$ cat config.mk
export PLATFORM = sky130hd
export DESIGN_NAME = alu8_status
export DESIGN_NICKNAME = d
export VERILOG_FILES = /design/src/rtl/alu8_pkg.sv /design/src/rtl/alu8_addsub.sv /design/src/rtl/alu8_mul2.sv /design/src/rtl/alu8_statreg.sv /design/src/rtl/alu8_status.sv
export SDC_FILE = /design/constraint.sdc
export NUM_CORES = 1
export LEC_CHECK = 0
export ABC_CLOCK_PERIOD_IN_PS = 5100
export BUFFER_PORTS_ARGS = -buffer_cell sky130_fd_sc_hd__buf_2
export CAP_MARGIN = 20
export CORE_ASPECT_RATIO = 1.2
export CORE_MARGIN = 1.5
export CORE_UTILIZATION = 61
export DETAILED_ROUTE_END_ITERATION = 10
export PLACE_DENSITY = 0.81
export SETUP_SLACK_MARGIN = 0.3
export SYNTH_ARGS = -nofsm -noshare
export SYNTH_HDL_FRONTEND = slang
export SYNTH_SLANG_ARGS = --single-unit
export TNS_END_PERCENT = 1
$ cat constraint.sdc
create_clock -name clk -period 5.1 [get_ports clk]
set_input_delay 0.51 -clock clk [delete_from_list [all_inputs] [get_ports clk]]
set_output_delay 0.51 -clock clk [all_outputs]
set_load 0.01 [all_outputs]
$ cat src/rtl/alu8_pkg.sv
package alu8_pkg;

    localparam int DW = 8;
    localparam int NFLAG = 6;

    typedef enum logic [2:0] {
        OP_ADD  = 3'd0,
        OP_SUB  = 3'd1,
        OP_CMP  = 3'd2,
        OP_CMPI = 3'd3,
        OP_MOV  = 3'd4,
        OP_LDI  = 3'd5,
        OP_MUL  = 3'd6,
        OP_NONE = 3'd7
    } alu_op_e;

    // bit 0 = c ... bit 5 = h
    typedef struct packed {
        logic h;
        logic s;
        logic v;
        logic n;
        logic z;
        logic c;
    } stat_t;

    localparam stat_t MASK_ARITH = '{h:1'b1, s:1'b1, v:1'b1, n:1'b1, z:1'b1, c:1'b1};
    localparam stat_t MASK_MUL   = '{h:1'b0, s:1'b0, v:1'b0, n:1'b0, z:1'b1, c:1'b1};
    localparam stat_t MASK_NONE  = '0;

    function automatic logic op_writes(alu_op_e op);
        return (op == OP_ADD) || (op == OP_SUB) || (op == OP_MOV) || (op == OP_LDI);
    endfunction

    function automatic logic op_arith(alu_op_e op);
        return (op == OP_ADD) || (op == OP_SUB) || (op == OP_CMP) || (op == OP_CMPI);
    endfunction

endpackage

$ cat src/rtl/alu8_addsub.sv
module alu8_addsub
    import alu8_pkg::*;
#(
    parameter int W = DW
) (
    input  logic [W-1:0] a,
    input  logic [W-1:0] b,
    input  logic         sub,
    output logic [W-1:0] r,
    output stat_t        f
);
    localparam int HB = 4;

    logic [W:0]  full;
    logic [HB:0] half;

    always_comb begin
        if (sub) begin
            full = {1'b0, a} - {1'b0, b};
            half = {1'b0, a[HB-1:0]} - {1'b0, b[HB-1:0]};
        end else begin
            full = {1'b0, a} + {1'b0, b};
            half = {1'b0, a[HB-1:0]} + {1'b0, b[HB-1:0]};
        end
        r   = full[W-1:0];
        f.c = full[W];
        f.h = half[HB];
        f.n = full[W-1];
        f.z = (full[W-1:0] == '0);
        if (sub)
            f.v = (a[W-1] != b[W-1]) && (full[W-1] != a[W-1]);
        else
            f.v = (a[W-1] == b[W-1]) && (full[W-1] != a[W-1]);
        f.s = f.n ^ f.v;
    end
endmodule

$ cat src/rtl/alu8_mul2.sv
module alu8_mul2
    import alu8_pkg::*;
#(
    parameter int W = DW
) (
    input  logic           clk,
    input  logic           rst,
    input  logic           start,
    input  logic [W-1:0]   a,
    input  logic [W-1:0]   b,
    output logic           busy,
    output logic           done,
    output logic [2*W-1:0] prod_nxt,
    output logic [2*W-1:0] prod_q
);
    logic [W-1:0] a_q, b_q;

    assign prod_nxt = {{W{1'b0}}, a_q} * {{W{1'b0}}, b_q};

    always_ff @(posedge clk) begin
        if (rst) begin
            a_q    <= '0;
            b_q    <= '0;
            busy   <= 1'b0;
            done   <= 1'b0;
            prod_q <= '0;
        end else begin
            done <= 1'b0;
            if (busy) begin
                prod_q <= prod_nxt;
                done   <= 1'b1;
                busy   <= 1'b0;
            end else if (start) begin
                a_q  <= a;
                b_q  <= b;
                busy <= 1'b1;
            end
        end
    end

    AST_MUL_ONE_BUSY_CYCLE: assert property (@(posedge clk) disable iff (rst)
        busy |=> (!busy && done));
endmodule

$ cat src/rtl/alu8_statreg.sv
module alu8_statreg
    import alu8_pkg::*;
(
    input  logic  clk,
    input  logic  rst,
    input  stat_t en,
    input  stat_t nxt,
    output stat_t q
);
    logic [NFLAG-1:0] en_v, nxt_v, q_v;

    assign en_v  = en;
    assign nxt_v = nxt;
    assign q     = q_v;

    for (genvar i = 0; i < NFLAG; i++) begin : g_bit
        always_ff @(posedge clk) begin
            if (rst)        q_v[i] <= 1'b0;
            else if (en_v[i]) q_v[i] <= nxt_v[i];
        end
    end

    AST_SIGN_IS_N_XOR_V: assert property (@(posedge clk) disable iff (rst)
        q.s == (q.n ^ q.v));
endmodule

$ cat src/rtl/alu8_status.sv
module alu8_status
    import alu8_pkg::*;
(
    input  logic        clk,
    input  logic        rst,
    input  logic        op_valid,
    input  logic [2:0]  op_sel,
    input  logic [7:0]  dst_val,
    input  logic [7:0]  src_val,
    input  logic [7:0]  imm_val,
    output logic [7:0]  res_lo,
    output logic [7:0]  res_hi,
    output logic        wr_lo,
    output logic        wr_hi,
    output logic        busy,
    output logic [5:0]  flags
);
    alu_op_e    op;
    logic       acc;
    logic [DW-1:0] sub_rhs, as_r, one_res;
    stat_t      as_f, st_en, st_nxt, st_q;
    logic [DW-1:0] res_q;
    logic       wr_q;
    logic       mul_done;
    logic [2*DW-1:0] p_nxt, p_q;

    assign op  = alu_op_e'(op_sel);
    assign acc = op_valid && !busy;

    assign sub_rhs = (op == OP_CMPI) ? imm_val : src_val;

    alu8_addsub #(.W(DW)) u_as (
        .a   (dst_val),
        .b   (sub_rhs),
        .sub (op != OP_ADD),
        .r   (as_r),
        .f   (as_f)
    );

    alu8_mul2 #(.W(DW)) u_mul (
        .clk      (clk),
        .rst      (rst),
        .start    (acc && (op == OP_MUL)),
        .a        (dst_val),
        .b        (src_val),
        .busy     (busy),
        .done     (mul_done),
        .prod_nxt (p_nxt),
        .prod_q   (p_q)
    );

    always_comb begin
        case (op)
            OP_MOV:  one_res = src_val;
            OP_LDI:  one_res = imm_val;
            default: one_res = as_r;
        endcase
    end

    always_comb begin
        st_en  = MASK_NONE;
        st_nxt = as_f;
        if (busy) begin
            st_en    = MASK_MUL;
            st_nxt   = '0;
            st_nxt.c = p_nxt[2*DW-1];
            st_nxt.z = (p_nxt == '0);
        end else if (acc && op_arith(op)) begin
            st_en = MASK_ARITH;
        end
    end

    alu8_statreg u_st (
        .clk (clk),
        .rst (rst),
        .en  (st_en),
        .nxt (st_nxt),
        .q   (st_q)
    );

    always_ff @(posedge clk) begin
        if (rst) begin
            res_q <= '0;
            wr_q  <= 1'b0;
        end else begin
            wr_q <= acc && op_writes(op);
            if (acc && op_writes(op))
                res_q <= one_res;
        end
    end

    assign res_lo = mul_done ? p_q[DW-1:0] : res_q;
    assign res_hi = mul_done ? p_q[2*DW-1:DW] : '0;
    assign wr_lo  = wr_q | mul_done;
    assign wr_hi  = mul_done;
    assign flags  = st_q;

    AST_CMP_NO_WRITE: assert property (@(posedge clk) disable iff (rst)
        (acc && (op == OP_CMP || op == OP_CMPI)) |=> !wr_lo);
    AST_MOVE_KEEPS_FLAGS: assert property (@(posedge clk) disable iff (rst)
        (acc && (op == OP_MOV || op == OP_LDI)) |=> $stable(flags));
    AST_HI_WITH_LO: assert property (@(posedge clk) disable iff (rst)
        wr_hi |-> wr_lo);
    AST_MUL_CARRY_BIT15: assert property (@(posedge clk) disable iff (rst)
        wr_hi |-> (flags[0] == res_hi[7]));
    AST_BUSY_DROPS_REQ: assert property (@(posedge clk) disable iff (rst)
        busy |=> !wr_q);
endmodule

==> impl.org, run 1 <==
** Detailed routing
- The count of nets left with antenna violations once routing finished came out at 0.
- Drt initial violations :: 246
- Summed over all layers, the routed wires come to 12500 um.
- Dividing the detail-routed via count by the number of cells gives 5.89.
- First-pass iteration count of the detailed router :: 5
- Number of vias after detailed routing :: 4423
- Post-detailed-route wirelength per cell :: 16.6 um
- DRC errors left :: 0

** STA
- Part of the cycle the worst path needs :: 88.2%
- Number of setup violations in the final report :: 0
- For the final routed database, the setup TNS stands at 0 ns.
- The final max-slew violation count came to 0.
- Unrepaired setup endpoints after global routing :: no
- Worst-margin pin slew :: 0.893 ns
- Between clock sinks in the finished design, the worst skew comes to 0.00982 ns.
- Final hold violation count :: 0
- Worst slew margin relative to its limit :: 40.3%
- Highest clock rate :: 222 MHz
- Final critical-path required period :: 4.50 ns

** Setup path
- CP arrival :: 4.72 ns
- CP endpoint kind :: flip-flop
- Along the worst path, the maximum fanout reaches 9.
- The worst setup path is of the reg2reg kind.
- Register-to-register setup slack :: 0.60 ns
- The worst setup path is launched from a flip-flop.
- Data on the critical path is required at its endpoint by 5.33 ns.

** Clock tree
- Number of buffers created by CTS :: 5
- Skew-Pair Late Insertion Delay :: 0.31 ns
- Clock Root Buffer :: clkbuf_8
- The H-tree was split into 2 levels.
- The longest clock path from root to sink contains 2 buffers.
- After clock tree synthesis, the clock-pin slew on the worst setup and hold paths is 0.10 ns.
- Hold repair after CTS inserted 0 buffers.
- Clock tree from TritonCTS :: yes
- For this design, the sink count on the clock tree is 49.

** Logic synthesis
- For this run, asynchronously set or reset flops after synthesis account for 0%.
- Ranking of synthesized cells by instance count :: and2_1 (61), nand2_1 (58), nor2_1 (55)
- Syn nets :: 731
- Mean area per synthesized cell :: 8.22 um2
- The largest total area in the synthesized netlist belongs to dfxtp_1.
- The most used flip-flop cell after synthesis is dfxtp_1.
- Counting flops with a built-in enable in the synthesized netlist gives 0.
- In this run the biggest area consumer among cell types represents 19.3% of the synthesized area.
- In the synthesized netlist, the number of instances is 619.
- Netlist Area Pre-Place :: 5090 um2
- Cell with the most instances after synthesis :: and2_1
- Synth Area in Compound Gates :: 13.1%
- Area share of fa/ha/maj cells after synthesis :: 25.6%
- Synth area leaders :: dfxtp_1 (19%), fa_1 (15%), ha_1 (11%)
- Summing the areas of all xor and xnor instances in the mapped netlist gives 3.44% of the synthesized area.
- The portion of synthesized area spent on multiplexers is 7.50%.
- Fraction of the yosys area taken by sequential cells :: 19.3%
- Post-synthesis sequential element count :: 49
- Largest family of logic cells by synthesized area :: adder cells
- During synthesis, Yosys emitted a total of 0 warnings.
- Of the total synthesized cell area, the portion taken by AND, OR, NAND and NOR gates is 24.7%.
- Post-synthesis cell type count :: 58

** Finish
- Layout Nets :: 767
- Ant diodes :: 0
- Final cell utilization of the core :: 68.0%
- In the final layout, the share of cells above drive strength 1 is 15.2%.
- Syn-to-layout area delta :: 8.26%

** Power
- In this run the power density over the cells is 156 nW/um2.
- The analysis attributes to cell leakage a power of 2.62 nW.
- Pwr Total :: 0.860 mW
- Largest voltage drop on the vdd net :: 0.207 mV

** Worst hold path
- Worst min-delay path category :: reg2reg

** Floorplan
- The initial utilization of the core area, before any placement, comes to 62.8%.
- In this run the core area contains 36 standard-cell rows.
- The die covers 8900 um2.
- Measured along the x axis, the die boundary spans 86.4 um.
- Area of the core :: 8110 um2
- Number of ports placed on the die boundary :: 55
- DIE HEIGHT :: 103 um

** GRT
- Entering global routing, the biggest net connects 50 pins.
- Number of global-route vias before repair :: 4313
- For met3 alone, demand over resource in global routing was 2.64%.
- Global routing finished with a remaining overflow of 0.
- Routing layer with the top usage in global route :: met2
- The initial antenna violation count is 0.
- The first global-routing pass estimated 20300 um of wire.
- Global routing consumed, over all layers together, 29.1% of the routing resources.
- Global-route track usage on met1 :: 37.0%
- In the global route stage, met2 resource usage came out at 50.9%.

** Run
- Max-capacitance violation count :: 0

** Placement
- In this run the tool buffered the top-level ports with 54 buffer cells.
- Detailed placement ended at an HPWL of 9900 um.
- At the end of routability-driven placement, the weighted congestion stood at 0.946.

** Status
- Status :: finished clean
-- logic make-up after synthesis --
family | Yosys count
XOR/XNOR | 20
flip-flops | 49
AND/OR/NAND/NOR | 244
multiplexers | 35
adder cells (fa/ha/maj) | 82
buffers and inverters | 82
AO/OA/AOI/OAI | 107
-- through the flow --
step           cells  hold slack (ns)  setup WS (ns)  area (um2)
3_5_place_dp     743            0.445          0.447        5380
2_1_floorplan    619            0.420          0.774        5090
3_3_place_gp     743            0.441          0.593        5380
6_report         751            0.459          0.602        5510
4_1_cts          751            0.460          0.434        5480
5_1_grt          751            0.467          0.291        5510
-- critical path: stages (launching register included) --
cell      delay, ns
dfxtp_2        0.43
nand2_1        0.09
fa_1           0.48
fa_1           0.54
inv_1          0.06
fa_1           0.53
inv_1          0.06
fa_1           0.56
inv_1          0.06
ha_1           0.35
o21ai_0        0.17
nand2b_1       0.13
a31oi_4        0.25
nor4bb_1       0.10
nor4_1         0.23
nand4_1        0.13
o31ai_1        0.25
-- area by class of cell --
type                            count  area (um2)
Multi-Input combinational cell    488        3790
Fill cell                         675        2600
Sequential cell                    49        1010
Timing Repair Buffer               57         293
Inverter                           54         203
Tap cell                           95         119
Clock buffer                        5        68.8
Clock inverter                      3        28.8
-- where the power goes --
part           internal [mW]  total, mW  leakage [nW]  switching [mW]
sequential             0.394      0.406         0.405          0.0115
combinational         0.0835      0.206          2.16           0.123
clock                  0.103      0.248        0.0506           0.145
-- routing by layer --
layer | wire (um) | up-vias
li1 | - | 2142
met1 | 5250 | 2141
met2 | 6380 | 112
met3 | 505 | 28
met4 | 344 | 0
met5 | 0 | -
-- registers in the layout (all words and copies together) (netlist names) --
name and flops:
u_mul.busy 1, res_q 8, u_mul.a_q 8, wr_q 1, u_mul.prod_q 16, u_mul.done 1, u_st.q 6, u_mul.b_q 8
-- worst paths after layout --
kind | cells after the start | end | from
worst max-delay path | 16 | u_st.q[1] | u_mul.b_q[5]
worst min-delay path | 2 | res_q[5] | res_q[5]
worst max register to register | 16 | u_st.q[1] | u_mul.b_q[5]
worst min register to register | 2 | res_q[5] | res_q[5]
-- what timing repair did --
action / 4_1_cts / 5_1_grt
buffers inserted: 0 / 0
endpoints found under the setup margin: 0 / 4
resized for setup: 0 / 18
-- placed cells by master, fill, tap and decap left out, types with 5 or more instances in the layout --
cell type  count
mux2i_1       21
dfxtp_1       36
mux2_2        11
dfxtp_2        9
a21oi_1       41
nor2b_1       10
a211oi_1      13
nand2_1       58
nand2b_1      14
and2_1        61
o21ai_0       19
nor2_1        55
ha_1          45
clkbuf_8       5
xnor2_1        8
fa_1          37
nor3_1        11
buf_2         54
xor2_1        12
inv_1         54
nand3_1        8
Note: power is estimated with default switching activity, not from simulation.
==> inputs of run 2 (changes only) <==
- CORE_UTILIZATION: 61 -> 54
- PLACE_DENSITY: 0.81 -> 0.73
==> run 2 against run 1 <==
  * Register-to-register slack is essentially flat
  * Cell count grew 3.5%
  * Highest routed layer unchanged
  * Worst setup slack gained 0.013 ns
  * Maximum frequency grew 0.29%
  * Clock skew shrank 0.00059 ns
  * Worst hold slack lost 0.00060 ns
  * Clock-buffer cell count grew 1
  * Via count shrank 1.6%
  * Design area grew 0.45%
==> impl.org, run 2 (same netlist as run 1, synthesis figures left out) <==
** Status
- The flow ran to the end, and the final reports show no timing, DRC or antenna violations.

** Placement
- Once placement finished, the instance area stood at 5420 um2.
- Final GP Congestion :: 0.937
- Post-detail-place hpwl :: 10500 um
- Post-placement worst setup slack :: 0.472 ns
- IO Port Bufs :: 54

** STA
- Final hold violation count :: 0
- For the pin with the worst max-slew slack, the measured transition is 0.890 ns.
- In the post-route analysis, the smallest setup slack over all paths is 0.615 ns.
- In this run the tightest slew margin relative to its limit is 40.7%.
- The worst path uses 87.9% of the clock period.
- Setup repair after global routing left no endpoint under its margin.
- Final sum of negative setup slack :: 0 ns
- Final critical-path required period :: 4.48 ns
- Number of slew-limit violations in the final report :: 0
- Smallest hold slack :: 0.458 ns
- Number of setup violations in the final report :: 0
- For this run, the top clock speed supported by timing is 223 MHz.
- On the final layout, the worst clock skew is 0.00923 ns.

** Floorplan
- The floorplan step set the die width to 91.6 um.
- Initial core utilization :: 56.0%
- During I/O placement, the number of pins put on the boundary was 55.
- Total die area :: 10000 um2
- The region available for standard cell placement spans 9080 um2.
- The die is 109 um tall.
- Placement row count :: 38

** Setup path
- Together, buffers and inverters on the worst path number 2.
- CP endpoint kind :: flip-flop
- STA puts the critical path data arrival time at 4.73 ns.
- Crit Path Class :: reg2reg
- By instance count, the cell type seen most on the critical path is fa_1.
- Delay of the slowest cell on the worst path :: 0.54 ns
- STA puts the critical path data required time at 5.35 ns.
- List of cells traversed by the critical path :: and2_1 -> fa_1 -> fa_1 -> fa_1 -> inv_1 -> fa_1 -> inv_1 -> ha_1 -> nor3_1 -> o21ai_2 -> a31oi_4 -> nor4bb_1 -> nor4_1 -> nand4_1 -> o31ai_1
- Among cell families on the critical path, the largest total delay comes from adder cells.
- The worst setup path is launched from a flip-flop.
- The largest individual stage delay along the critical path comes from the cell fa_1.
- Largest fanout of any net on the critical path :: 9

** Detailed routing
- Vias/cell :: 5.60
- First-pass iteration count of the detailed router :: 5
- After detailed routing, the number of remaining DRC violations is 0.
- The routed layout has 4351 vias.
- Number of nets with antenna violations after detailed routing :: 0
- After detailed routing, the average wire length per cell comes to 16.4 um.
- Total length of routed wires :: 12700 um
- Drt initial violations :: 163

** Clock tree
- The clock reaches the later pin of the worst-skew pair after 0.32 ns.
- After clock tree synthesis, the clock-pin slew on the worst setup and hold paths is 0.10 ns.
- Level count of the clock H-tree :: 2
- In this run the clock root is driven by a clkbuf_8.
- No sink is reached through more buffers than the 2 on the longest clock path.
- Counting the buffers created by CTS gives 5.
- Clock sink total :: 49
- TritonCTS built the clock tree.
- Post-CTS Setup Repair Bufs :: 0

** Run
- Across the run, the number of max-cap violations was 0.

** Finish
- The library cell used most frequently in the layout, excluding fill and tap cells, is and2_1.
- Compared with the post-synthesis result, the final layout area differs by 8.75%.
- Post-layout instance area :: 5540 um2
- Leading cell types in the layout, fill and taps excluded :: and2_1 (61), nand2_1 (58), nor2_1 (55)
- The register with the most flip-flops in the final layout is u_mul.prod_q.
- The filler cells instantiated in the layout total 846.
- Layout Nets :: 768
- Cells with a size suffix above 1 make up 15.5% of the layout.
- Final cell utilization of the core :: 61.0%
- Flip-flop count of the largest register, all copies and words added :: 16
- The number of antenna diodes in the final layout is 0.

** GRT
- Global route total overflow :: 0
- Entering global routing, the biggest net connects 50 pins.
- The first global-routing pass estimated 20500 um of wire.
- Total global-route track usage :: 26.2%
- Number of antenna violations at the first check in global routing :: 0
- The via count of the first global-routing pass came to 4325.

** Power
- In this run the power density over the cells is 153 nW/um2.
- Largest voltage drop on the vdd net :: 0.114 mV
- Reported leakage power :: 2.61 nW

** Worst hold path
- Worst min-delay path category :: reg2reg
-- run 2: cell types whose count changed in the layout (fill, tap and decap cells not counted), sizes merged --
cell / previous run / this run
buf: 57 / 58
clkbuf: 5 / 6
inv: 56 / 55
-- run 2: area by class of cell --
| cell class | count | area (um2) | share of cell area (%) |
|---|---|---|---|
| clock inverter | 2 | 13.8 | 0.249 |
| multi-input combinational | 488 | 3800 | 68.6 |
| clock buffer | 6 | 72.6 | 1.31 |
| tap | 120 | 150 | 2.71 |
| sequential | 49 | 1000 | 18.1 |
| timing repair buffer | 58 | 300 | 5.42 |
| inverter | 54 | 203 | 3.66 |
-- run 2: report_power, final --
group	internal (mW)	switching, mW
clock	0.0980	0.139
combinational	0.0839	0.121
sequential	0.396	0.0109
-- run 2: path summary, 6_finish.rpt --
check,end,slack (ns),depth (start not counted),start
hold / removal,res_q[7],0.46,2,res_q[7]
setup / recovery,u_st.q[1],0.62,15,u_mul.a_q[1]
setup reg to reg,u_st.q[1],0.62,15,u_mul.a_q[1]
hold reg to reg,res_q[7],0.46,2,res_q[7]
-- run 2: what timing repair did --
item,CTS,global route
hold buffers,0,0
endpoints found under the setup margin,0,3
resized for setup,0,17
-- run 2: worst min-delay path: stages, from the launching register on --
cell     delay (ns)
dfxtp_1        0.32
nand2_1        0.05
a21oi_1        0.05
-- run 2: stage by stage --
step | cells | power (mW)
global route | 777 | 0.890
detailed placement | 769 | 0.621
finish | 777 | 0.848
floorplan | 619 | 0.554
CTS | 777 | 0.853
global placement | 769 | 0.617
-- run 2: metal layers --
metal	global-route usage (%)	routed length, um
met5	0	0
met4	10.9	388
met3	2.49	418
met2	49.1	6660
met1	30.7	5250
==> inputs of run 3 (changes only) <==
- SYNTH_HIERARCHICAL: unset -> 1
- TNS_END_PERCENT: 1 -> unset
==> run 3 against run 2 <==
  * Routed wire length shrank 3.5%
  * Register-to-register slack worse by 0.04 ns
  * Flip-flop and latch count did not move
  * Power rose by 10%
  * Maximum frequency down 0.90%
  * Sequential power is essentially flat
  * Global-route usage decreased by 1.2 points
  * Non-clock buffer count is 3 lower
  * Design area grew 0.68%
  * Worst setup slack got worse by 0.041 ns
==> impl.org, run 3 <==
** Detailed routing
- After detailed routing, the total wire length is 12300 um.
- After detailed routing, the average wire length per cell comes to 16.0 um.
- Once detail routing completed, the nets flagged for antenna violations numbered 0.
- Vias/cell :: 5.57
- Number of vias after detailed routing :: 4277
- The first detailed-routing pass ran for 4 iterations.
- After detailed routing, the number of remaining DRC violations is 0.
- Drt initial violations :: 246

** Logic synthesis
- Mean area per synthesized cell :: 8.39 um2
- Netlist Area Pre-Place :: 5140 um2
- Post-synthesis sequential element count :: 49
- Fraction of the yosys area taken by sequential cells :: 19.1%
- By instance count, the leading cell after synthesis is nand2_1.
- The share of synthesized area in the top cell type comes to 19.1%.
- Post-synthesis cell type count :: 61
- When the netlist entered floorplanning its net count stood at 725.
- Synth async-reset ratio :: 0%
- Synth area leaders :: dfxtp_1 (19%), fa_1 (14%), ha_1 (11%)
- For this run, the number of Yosys warnings is 6.
- The biggest area contributor in the post-synthesis netlist is dfxtp_1.
- For this run, the leading register cell type out of synthesis is dfxtp_1.
- Counting flops with a built-in enable in the synthesized netlist gives 0.
- Ranking of synthesized cells by instance count :: nand2_1 (77), inv_1 (63), and2_1 (55)
- Synthesis produced 613 cells.

** Floorplan
- In this run the vertical extent of the chip is 110 um.
- After floorplanning, the core was divided into 38 placement rows.
- Pin placement for this block handled 55 I/O pins.
- Area of the core :: 9130 um2
- The die is 92.1 um wide.
- Total die area :: 10100 um2
- Initial core utilization :: 56.4%

** Finish
- Layout fillers :: 856
- More flip-flops sit in one register than any other, and that register is u_mul/prod_q.
- Syn-to-layout area delta :: 8.32%
- Leading cell types in the layout, fill and taps excluded :: nand2_1 (77), inv_1 (63), and2_1 (55)
- The library cell used most frequently in the layout, excluding fill and tap cells, is nand2_1.
- Post-layout instance area :: 5570 um2
- Proportion of layout cells with a drive suffix above 1 :: 16.8%
- At the end of the flow, the number of nets in the layout was 759.
- Final cell utilization of the core :: 61.0%
- The register with the most flip-flops in the layout has 16 of them.
- The repair_antennas step left the layout with diodes totalling 0.

** Clock tree
- Skew-Pair Late Insertion Delay :: 0.32 ns
- The number of clock buffers added by TritonCTS is 5.
- Post-CTS Setup Repair Bufs :: 0
- The root buffer cell chosen for the clock tree is clkbuf_8.
- Clock-pin transition on the worst setup and hold timing paths :: 0.11 ns
- Cts-stage hold buffer count :: 0
- Clock tree from TritonCTS :: yes
- Level count of the clock H-tree :: 2
- The number of gates resized after CTS was 0.
- Clock tree synthesis found a total of 49 sinks.
- The clock passes through at most 2 buffers.

** Setup path
- Required time at the endpoint of the critical path :: 5.36 ns
- The worst setup path is launched from a flip-flop.
- Data arrives at the worst endpoint at 4.79 ns.
- Of all nets on the critical path, the largest fanout is 9.
- Crit Path Class :: reg2reg
- The worst setup path is captured at a flip-flop.

** GRT
- Global routing finished with a remaining overflow of 0.
- The first global-routing pass estimated 19800 um of wire.
- Number of global-route vias before repair :: 4205
- Entering global routing, the biggest net connects 58 pins.
- In the global route stage, overall resource usage came out at 25.1%.
- Number of antenna violations at the first check in global routing :: 0

** STA
- Number of slew-limit violations in the final report :: 0
- Final critical-path required period :: 4.53 ns
- Number of setup violations in the final report :: 0
- Worst-margin pin slew :: 1.07 ns
- Summed over all failing endpoints, the final setup total negative slack is 0 ns.
- Unrepaired setup endpoints after global routing :: no
- Derived from the worst setup path, the maximum achievable clock frequency is 221 MHz.
- The count of final hold-check violations was 0.
- On the final layout, the worst clock skew is 0.0166 ns.
- Worst slew margin relative to its limit :: 28.5%
- After layout, the worst path uses 88.7% of the clock period.

** Run
- Max-capacitance violation count :: 0

** Placement
- Routability-driven placement finished with a final weighted congestion of 0.977.
- After detailed placement, the total cell area comes to 5410 um2.
- Post-detail-place hpwl :: 10000 um
- IO Port Bufs :: 54

** Power
- Pwr Total :: 0.934 mW
- Reported leakage power :: 2.60 nW
- VDD sags by at most 0.145 mV.
- Dividing total power by cell area gives a power density of 168 nW/um2.

** Worst hold path
- The tightest min-delay check is of the in2reg type.

** Status
- Status :: finished clean
[run 3: cell types whose count changed after synthesis, moves of 7 or more]
cell / delta
a211oi_1: -11
inv_1: +9
mux2_1: +8
nand2_1: +19
nor2_1: -13
o21ai_0: -13
xnor2_1: +11
xor2_1: -7
[run 3: critical path, cell delays in order, from the launching register on]
cell      delay, ns
dfxtp_2        0.38
and2_1         0.19
fa_1           0.45
fa_1           0.56
inv_1          0.05
fa_1           0.46
fa_1           0.55
inv_1          0.04
ha_1           0.35
o211ai_1       0.25
a21oi_2        0.09
nor2b_2        0.24
xnor2_1        0.15
nor4_1         0.31
nand3_1        0.13
o22ai_1        0.12
mux2i_1        0.09
nor2_1         0.08
[run 3: final timing paths]
check	end	cells past startpoint	slack (ns)	start
worst max-delay path	u_st/q[1]	17	0.57	u_mul/a_q[1]
worst min-delay path	u_mul/a_q[0]	3	0.44	dst_val[0]
worst max register to register	u_st/q[1]	17	0.57	u_mul/a_q[1]
worst min register to register	u_mul/prod_q[4]	2	0.49	u_mul/prod_q[4]
[run 3: per-layer routing]
metal | vias up | GRT usage [%] | wire, um
met4 | 0 | 12.6 | 529
met3 | 41 | 3.04 | 376
li1 | 2101 | - | -
met2 | 99 | 45.8 | 6300
met1 | 2036 | 28.9 | 5060
met5 | - | 0 | 0
[run 3: per-stage QoR]
stage          setup WS [ns]  hold slack, ns  instances
6_report               0.574           0.442        768
5_1_grt                0.310           0.427        768
4_1_cts                0.382           0.438        768
3_5_place_dp           0.375           0.474        760
3_3_place_gp           0.457           0.463        760
2_1_floorplan          0.704           0.452        613
[run 3: where the power goes]
part	internal, mW	switching [mW]	leakage (nW)
Sequential	0.395	0.0113	0.404
Clock	0.150	0.144	0.0603
Combinational	0.100	0.134	2.14
[run 3: area by class of cell]
class	count	area, um2	share of cell area (%)
multi-input combinational	473	3790	68.1
sequential	49	997	17.9
timing repair buffer	55	278	4.98
inverter	63	236	4.24
tap	120	150	2.69
clock buffer	5	68.8	1.23
clock inverter	3	50.0	0.898
[run 3: logic make-up (layout without fill, tap and decap cells)]
group                    Yosys count  count (layout)  synth area share [%]
multiplexers                      34              34                  7.05
adder cells (fa/ha/maj)           83              83                  25.6
AND/OR/NAND/NOR                  244             244                  25.0
buffers and inverters             91             126                  7.76
flip-flops                        49              49                  19.1
AO/OA/AOI/OAI                     87              87                  11.1
XOR/XNOR                          25              25                  4.40
